File: config.mk
export PLATFORM = sky130hd
export DESIGN_NAME = boot_addr_decoder
export DESIGN_NICKNAME = d
export VERILOG_FILES = /design/src/rtl/boot_dec_pkg.sv /design/src/rtl/boot_cfg_regs.sv /design/src/rtl/bank_decoder.sv /design/src/rtl/target_select.sv /design/src/rtl/boot_addr_decoder.sv
export SDC_FILE = /design/constraint.sdc
export NUM_CORES = 1
export LEC_CHECK = 0
export BUFFER_PORTS_ARGS = -buffer_cell sky130_fd_sc_hd__clkbuf_2
export CAP_MARGIN = 25
export CORE_AREA = 4 4 42 44
export DETAILED_ROUTE_END_ITERATION = 7
export DIE_AREA = 0 0 46 48
export GPL_TIMING_DRIVEN = 0
export PLACE_DENSITY = 0.72
export REMOVE_ABC_BUFFERS = 1
export SYNTH_ARGS = -nofsm -noshare
export SYNTH_HDL_FRONTEND = slang
export SYNTH_SLANG_ARGS = --single-unit
File: constraint.sdc
create_clock -name clk -period 1.88 [get_ports clk]
set_clock_uncertainty 0.2 [all_clocks]
set_input_delay 0 -clock clk [delete_from_list [all_inputs] [get_ports clk]]
set_output_delay 0 -clock clk [all_outputs]
set_load 0.1 [all_outputs]
File: src/rtl/boot_dec_pkg.sv
package boot_dec_pkg;

  typedef enum logic [2:0] {
    TGT_ROM    = 3'd0,
    TGT_SRAM0  = 3'd1,
    TGT_SRAM1  = 3'd2,
    TGT_EXT    = 3'd3,
    TGT_PERIPH = 3'd4,
    TGT_ABORT  = 3'd5
  } tgt_e;

  typedef struct packed {
    tgt_e       tgt;
    logic [7:0] ext_idx;
  } route_t;

  // Sub-region indices inside the on-chip bank
  localparam int unsigned SUB_BOOT  = 0;
  localparam int unsigned SUB_ROM   = 1;
  localparam int unsigned SUB_SRAM0 = 2;
  localparam int unsigned SUB_SRAM1 = 3;

  // Target of the boot window given the two steering controls
  function automatic route_t boot_route(input logic remap, input logic boot_rom);
    route_t r;
    r.ext_idx = 8'd0;
    if (remap)         r.tgt = TGT_SRAM0;
    else if (boot_rom) r.tgt = TGT_ROM;
    else               r.tgt = TGT_EXT;
    return r;
  endfunction

  function automatic route_t fixed_route(input tgt_e t);
    route_t r;
    r.tgt     = t;
    r.ext_idx = 8'd0;
    return r;
  endfunction

endpackage

File: src/rtl/boot_cfg_regs.sv
module boot_cfg_regs (
  input  logic clk,
  input  logic rst_n,
  input  logic boot_pin,
  input  logic wr_en,
  input  logic wr_data,
  output logic boot_rom_q,
  output logic remap_q
);

  // Strap latch: follows the pin only while reset is held
  always_ff @(posedge clk) begin
    if (!rst_n) boot_rom_q <= boot_pin;
  end

  always_ff @(posedge clk or negedge rst_n) begin
    if (!rst_n)     remap_q <= 1'b0;
    else if (wr_en) remap_q <= wr_data;
  end

endmodule

File: src/rtl/bank_decoder.sv
module bank_decoder
  import boot_dec_pkg::*;
#(
  parameter int ADDR_W      = 32,
  parameter int BANK_W      = 4,
  parameter int REGION_W    = 20,
  parameter int N_EXT       = 8,
  parameter int PERIPH_BANK = 15
) (
  input  logic [ADDR_W-1:0] addr,
  input  logic              remap,
  input  logic              boot_rom,
  output route_t            route
);

  localparam int SUB_W = ADDR_W - BANK_W - REGION_W;

  logic [BANK_W-1:0] bank;
  logic [SUB_W-1:0]  sub;

  assign bank = addr[ADDR_W-1 -: BANK_W];
  assign sub  = addr[REGION_W +: SUB_W];

  always_comb begin
    route = fixed_route(TGT_ABORT);
    if (int'(bank) == 0) begin
      case (int'(sub))
        SUB_BOOT:  route = boot_route(remap, boot_rom);
        SUB_ROM:   route = fixed_route(TGT_ROM);
        SUB_SRAM0: route = fixed_route(TGT_SRAM0);
        SUB_SRAM1: route = fixed_route(TGT_SRAM1);
        default:   route = fixed_route(TGT_ABORT);
      endcase
    end else if (int'(bank) <= N_EXT) begin
      route.tgt     = TGT_EXT;
      route.ext_idx = 8'(int'(bank) - 1);
    end else if (int'(bank) == PERIPH_BANK) begin
      route = fixed_route(TGT_PERIPH);
    end
  end

endmodule

File: src/rtl/target_select.sv
module target_select
  import boot_dec_pkg::*;
#(
  parameter int N_EXT = 8
) (
  input  logic             valid,
  input  route_t           route,
  output logic             sel_rom,
  output logic             sel_sram0,
  output logic             sel_sram1,
  output logic [N_EXT-1:0] sel_ext,
  output logic             sel_periph,
  output logic             abort
);

  assign sel_rom    = valid && (route.tgt == TGT_ROM);
  assign sel_sram0  = valid && (route.tgt == TGT_SRAM0);
  assign sel_sram1  = valid && (route.tgt == TGT_SRAM1);
  assign sel_periph = valid && (route.tgt == TGT_PERIPH);
  assign abort      = valid && (route.tgt == TGT_ABORT);

  for (genvar g = 0; g < N_EXT; g++) begin : g_ext
    assign sel_ext[g] = valid && (route.tgt == TGT_EXT) && (route.ext_idx == 8'(g));
  end

endmodule

File: src/rtl/boot_addr_decoder.sv
module boot_addr_decoder
  import boot_dec_pkg::*;
#(
  parameter int ADDR_W      = 32,
  parameter int BANK_W      = 4,
  parameter int REGION_W    = 20,
  parameter int N_EXT       = 8,
  parameter int PERIPH_BANK = 15
) (
  input  logic              clk,
  input  logic              rst_n,
  input  logic              boot_pin,
  input  logic              remap_wr_en,
  input  logic              remap_wr_data,
  input  logic              xfer_valid,
  input  logic [ADDR_W-1:0] addr,
  output logic              sel_rom,
  output logic              sel_sram0,
  output logic              sel_sram1,
  output logic [N_EXT-1:0]  sel_ext,
  output logic              sel_periph,
  output logic              abort
);

  localparam int SUB_W = ADDR_W - BANK_W - REGION_W;

  // Named internal events for the assertions
  logic   boot_rom_q;
  logic   remap_q;
  route_t route;
  logic   in_boot_window;
  logic   in_periph_bank;
  logic   in_ext_bank;

  assign in_boot_window = (addr[ADDR_W-1 -: BANK_W] == '0) && (addr[REGION_W +: SUB_W] == '0);
  assign in_periph_bank = int'(addr[ADDR_W-1 -: BANK_W]) == PERIPH_BANK;
  assign in_ext_bank    = (int'(addr[ADDR_W-1 -: BANK_W]) >= 1) &&
                          (int'(addr[ADDR_W-1 -: BANK_W]) <= N_EXT);

  boot_cfg_regs u_cfg (
    .clk        (clk),
    .rst_n      (rst_n),
    .boot_pin   (boot_pin),
    .wr_en      (remap_wr_en),
    .wr_data    (remap_wr_data),
    .boot_rom_q (boot_rom_q),
    .remap_q    (remap_q)
  );

  bank_decoder #(
    .ADDR_W      (ADDR_W),
    .BANK_W      (BANK_W),
    .REGION_W    (REGION_W),
    .N_EXT       (N_EXT),
    .PERIPH_BANK (PERIPH_BANK)
  ) u_bank (
    .addr     (addr),
    .remap    (remap_q),
    .boot_rom (boot_rom_q),
    .route    (route)
  );

  target_select #(
    .N_EXT (N_EXT)
  ) u_sel (
    .valid      (xfer_valid),
    .route      (route),
    .sel_rom    (sel_rom),
    .sel_sram0  (sel_sram0),
    .sel_sram1  (sel_sram1),
    .sel_ext    (sel_ext),
    .sel_periph (sel_periph),
    .abort      (abort)
  );

  AST_IDLE_SILENT: assert property (@(posedge clk) disable iff (!rst_n)
    !xfer_valid |-> ({sel_rom, sel_sram0, sel_sram1, sel_ext, sel_periph, abort} == '0));

  AST_SINGLE_TARGET: assert property (@(posedge clk) disable iff (!rst_n)
    xfer_valid |-> ($countones({sel_rom, sel_sram0, sel_sram1, sel_ext, sel_periph, abort}) == 1));

  AST_PERIPH_BANK: assert property (@(posedge clk) disable iff (!rst_n)
    (xfer_valid && in_periph_bank) |-> sel_periph);

  AST_EXT_BANK: assert property (@(posedge clk) disable iff (!rst_n)
    (xfer_valid && in_ext_bank) |-> ($countones(sel_ext) == 1));

  AST_REMAP_WINDOW: assert property (@(posedge clk) disable iff (!rst_n)
    (xfer_valid && in_boot_window && remap_q) |-> sel_sram0);

  AST_STRAP_HELD: assert property (@(posedge clk) disable iff (!rst_n)
    $past(rst_n) |-> $stable(boot_rom_q));

  AST_REMAP_LOAD: assert property (@(posedge clk) disable iff (!rst_n)
    $past(rst_n) && $past(remap_wr_en) |-> (remap_q == $past(remap_wr_data)));

endmodule

==> impl_metrics.prom <==
# TYPE chip_impl_metric gauge
chip_impl_metric{name="syn-instance-count",unit=""} 51
chip_impl_metric{name="synthesized_cell_area",unit="um^2"} 390
chip_impl_metric{name="hold_violations",unit=""} 0
chip_impl_metric{name="worstSkewPairLatency",unit="ns"} 0.22
chip_impl_metric{name="dieArea",unit="um^2"} 2210
chip_impl_info{name="crit_path_start_kind",value="primary input"} 1
chip_impl_metric{name="placedCellCount",unit=""} 95
chip_impl_metric{name="average_detailed_routed_wire_length_per_instance",unit="um"} 10.7
chip_impl_metric{name="num_io_pins",unit=""} 51
chip_impl_metric{name="slew_viol_final",unit=""} 0
chip_impl_metric{name="crit_fanout",unit=""} 9
chip_impl_metric{name="dp_hpwl",unit="um"} 872
chip_impl_metric{name="num_vias",unit=""} 509
chip_impl_info{name="synth_top_area_cell",value="sky130_fd_sc_hd__nor3b_2"} 1
chip_impl_metric{name="combinationalPowerShare",unit="%"} 46.0
chip_impl_metric{name="internal_power",unit="mW"} 0.178
chip_impl_info{name="clockRootBuffer",value="sky130_fd_sc_hd__clkbuf_4"} 1
chip_impl_metric{name="postRouteAntennaNets",unit=""} 0
chip_impl_metric{name="power-per-cell-area",unit="nW/um^2"} 426
chip_impl_metric{name="dr.pass1.iters",unit=""} 4
chip_impl_metric{name="post_drt_via_cell_ratio",unit=""} 4.89
chip_impl_metric{name="finalInstanceArea",unit="um^2"} 686
chip_impl_metric{name="total_global_routing_overflow",unit=""} 0
chip_impl_metric{name="power.ir.vdd_worst",unit="uV"} 332
chip_impl_metric{name="syn_avg_cell_area",unit="um^2"} 7.65
chip_impl_info{name="timing.hold.worst.class",value="primary input to output port"} 1
chip_impl_metric{name="finalSetupViolCount",unit=""} 0
chip_impl_metric{name="fin_setup_tns",unit="ns"} 0
chip_impl_metric{name="power.share.clock",unit="%"} 36.0
chip_impl_metric{name="routed_wirelength",unit="mm"} 1.11
chip_impl_info{name="synth_flop_cell",value="sky130_fd_sc_hd__edfxtp_1"} 1
chip_impl_metric{name="initial_core_util",unit="%"} 27.2
chip_impl_info{name="status",value="finished, final reports clean"} 1
chip_impl_metric{name="relSlewSlack",unit="%"} 64.0
chip_impl_metric{name="groute.usage.overall",unit="%"} 10.9
chip_impl_info{name="critical_path_class",value="primary input to output port"} 1
chip_impl_metric{name="die_w",unit="um"} 46
chip_impl_info{name="cells_traversed_along_the_worst_timing_path",value="clkbuf_2 > inv_1 > ha_1 > nor2b_4 > nand3b_1 > o311a_1 > nor3_1 > buf_6"} 1
chip_impl_metric{name="power.leakage",unit="nW"} 0.315
chip_impl_metric{name="grt_pass1_wl",unit="mm"} 1.75
chip_impl_metric{name="coreArea",unit="um^2"} 1440
chip_impl_metric{name="std_cell_rows",unit=""} 14
chip_impl_metric{name="worst_ep_required_time",unit="ns"} 1.68
chip_impl_info{name="critical-path-slowest-cell",value="sky130_fd_sc_hd__buf_6"} 1
chip_impl_metric{name="layout_min_cycle_time",unit="ns"} 1.77
chip_impl_metric{name="min_period_over_period",unit="%"} 94.2
chip_impl_metric{name="gp_routability_congestion",unit=""} 0.764
chip_impl_metric{name="count_of_routing_violations_after_the_opening_detailed_route_iteration",unit=""} 3
chip_impl_metric{name="power_frac_seq",unit="%"} 18.0
chip_impl_metric{name="crit_path_dat",unit="ns"} 1.57
chip_impl_info{name="synth.top_cells.by_count",value="sky130_fd_sc_hd__nor2_1, sky130_fd_sc_hd__inv_1, sky130_fd_sc_hd__nand2_1, sky130_fd_sc_hd__nor3_1, sky130_fd_sc_hd__nor3b_2"} 1
chip_impl_metric{name="synth-edff-count",unit=""} 1
chip_impl_metric{name="synth_largest_type_area_fraction",unit="%"} 9.62
chip_impl_metric{name="layout_setup_ws",unit="ns"} 0.109
chip_impl_metric{name="htree_levels",unit=""} 1
chip_impl_metric{name="p_switching",unit="mW"} 0.114
chip_impl_metric{name="areaGrowthSynthToFinish",unit="%"} 75.6
chip_impl_metric{name="detail_route.drc_violations",unit=""} 0
chip_impl_info{name="rsz0062_at_grt",value="yes"} 1
chip_impl_info{name="timing.critical_path.max_delay_family",value="simple AND/OR/NAND/NOR gates"} 1
chip_impl_metric{name="grt_pass1_vias",unit=""} 446
chip_impl_metric{name="buffer_ports.inserted",unit=""} 30
chip_impl_metric{name="synth_sequential_area_ratio",unit="%"} 14.1
chip_impl_metric{name="cts.sink_count",unit=""} 2
chip_impl_metric{name="fin_worst_hold_slack",unit="ns"} 0.158
chip_impl_info{name="tritoncts_clock_tree",value="built"} 1
chip_impl_metric{name="share_of_final_layout_standard_cells_stronger_than_drive_strength_1",unit="%"} 48.9
chip_impl_metric{name="maxCapViolCount",unit=""} 0
chip_impl_metric{name="pin_count_of_the_biggest_net_entering_global_routing",unit=""} 10
chip_impl_metric{name="netlist-cell-type-count",unit=""} 28
chip_impl_metric{name="nets",unit=""} 129
chip_impl_metric{name="maxClockFrequency",unit="MHz"} 565
chip_impl_metric{name="crit_path_max_incr_delay",unit="ns"} 0.26
chip_impl_metric{name="die_height",unit="um"} 48
chip_impl_metric{name="instances_no_fill",unit=""} 104
chip_impl_info{name="synth.most_common_cell",value="sky130_fd_sc_hd__nor2_1"} 1
chip_impl_metric{name="sw_frac_of_total",unit="%"} 39.2
chip_impl_metric{name="timing_worst_slew_pin_value",unit="ns"} 0.542
chip_impl_metric{name="pre_cts_ws",unit="ns"} -0.138
chip_impl_metric{name="antennaDiodeCount",unit=""} 0
chip_impl_metric{name="async_s_r_ff_share_synth",unit="%"} 50.0
chip_impl_metric{name="synth-seq-cells",unit=""} 2
chip_impl_info{name="synth_top_cells_by_area",value="sky130_fd_sc_hd__nor3b_2, sky130_fd_sc_hd__edfxtp_1, sky130_fd_sc_hd__dfrtp_1, sky130_fd_sc_hd__ha_1, sky130_fd_sc_hd__nor2_1"} 1
chip_impl_metric{name="worstPathBufferInverterCount",unit=""} 3
chip_impl_metric{name="cts_setup_buffers",unit=""} 0
chip_impl_metric{name="clock_path_buffers",unit=""} 2
chip_impl_metric{name="yosysWarningCount",unit=""} 0
chip_impl_info{name="critPathCaptureType",value="output port"} 1
chip_impl_metric{name="numCtsBuffers",unit=""} 3
chip_impl_metric{name="number_of_antenna_violations_at_the_first_check_in_global_routing",unit=""} 0
chip_impl_metric{name="place_area",unit="um^2"} 544
cells in the final DEF (no fill, tap or decap), types with 2 or more instances in the layout:
cell,instances
sky130_fd_sc_hd__buf_6,7
sky130_fd_sc_hd__dlygate4sd3_1,5
sky130_fd_sc_hd__clkbuf_2,19
sky130_fd_sc_hd__nand3_1,2
sky130_fd_sc_hd__clkbuf_4,4
sky130_fd_sc_hd__ha_1,2
sky130_fd_sc_hd__inv_1,5
sky130_fd_sc_hd__nand2_1,5
sky130_fd_sc_hd__a31oi_1,2
sky130_fd_sc_hd__nor3_1,4
sky130_fd_sc_hd__buf_4,2
sky130_fd_sc_hd__nor4_1,2
sky130_fd_sc_hd__nor2_1,6
sky130_fd_sc_hd__nor3_2,2
sky130_fd_sc_hd__nor3b_2,3
routing by layer:
layer	GRT usage, %	share of wire, %	up-vias	wire length, um
met2	17.0	49	23	546
met1	14.3	42	227	461
li1	-	-	259	-
met5	0	0	-	0
met3	2.26	9.1	0	101
met4	5.11	0	0	0
final timing paths:
kind | from | slack [ns] | depth (start not counted) | end
max in group asynchronous | rst_n | 0.94 | 3 | u_cfg.remap_q$_DFFE_PN0P_
hold reg to reg | u_cfg.remap_q$_DFFE_PN0P_ | 0.95 | 3 | u_cfg.remap_q$_DFFE_PN0P_
setup reg to reg | u_cfg.remap_q$_DFFE_PN0P_ | 0.45 | 3 | u_cfg.remap_q$_DFFE_PN0P_
min in group asynchronous | rst_n | 0.44 | 3 | u_cfg.remap_q$_DFFE_PN0P_
setup / recovery | addr[28] | 0.11 | 8 | sel_ext[3]
hold / removal | addr[20] | 0.16 | 3 | sel_sram0
registers in the layout (all words and copies together) (netlist names):
signal and cells:
u_cfg.boot_rom_q 1, u_cfg.remap_q 1
worst min-delay path, cell delays in order:
cell and delay (ns):
sky130_fd_sc_hd__clkbuf_2 0.12, sky130_fd_sc_hd__nor3_2 0.06, sky130_fd_sc_hd__buf_6 0.17
power by group through the flow:
stage               Sequential [mW]  Combinational [mW]  Clock [mW]
floorplan                    0.0527              0.0791           0
global placement             0.0529               0.116           0
detailed placement           0.0531               0.119           0
CTS                          0.0526               0.130       0.111
global route                 0.0532               0.145       0.114
finish                       0.0526               0.134       0.105
what timing repair did:
action                                  in CTS  in global routing
endpoints found under the setup margin       8                 11
pin swaps                                    0                  1
hold endpoints to repair                     4                  0
gates resized for setup                      9                 23
hold buffers                                 5                  0
through the flow:
| stage | power [mW] | util [%] |
|---|---|---|
| 2_1_floorplan | 0.132 | - |
| 4_1_cts | 0.294 | 45.0 |
| 3_5_place_dp | 0.172 | 37.9 |
| 5_1_grt | 0.312 | 47.7 |
| 6_report | 0.292 | 47.7 |
| 3_3_place_gp | 0.169 | 37.9 |
area by class of cell:
class | instances | area [um^2]
Fill cell | 148 | 751
Multi-Input combinational cell | 42 | 305
Timing Repair Buffer | 35 | 260
Sequential cell | 2 | 55.1
Clock buffer | 4 | 26.3
Tap cell | 16 | 20.0
Inverter | 5 | 18.8
cell families (layout without fill, tap and decap cells):
| logic type | count (synthesis) | after routing | synth area share [%] |
|---|---|---|---|
| AO/OA/AOI/OAI | 7 | 7 | 12.5 |
| XOR/XNOR | 1 | 1 | 4.17 |
| adder cells (fa/ha/maj) | 2 | 2 | 6.41 |
| buffers and inverters | 7 | 44 | 8.97 |
| flip-flops | 2 | 2 | 14.1 |
| AND/OR/NAND/NOR | 32 | 32 | 53.9 |
No activity file was read; power rests on OpenSTA's default activity.
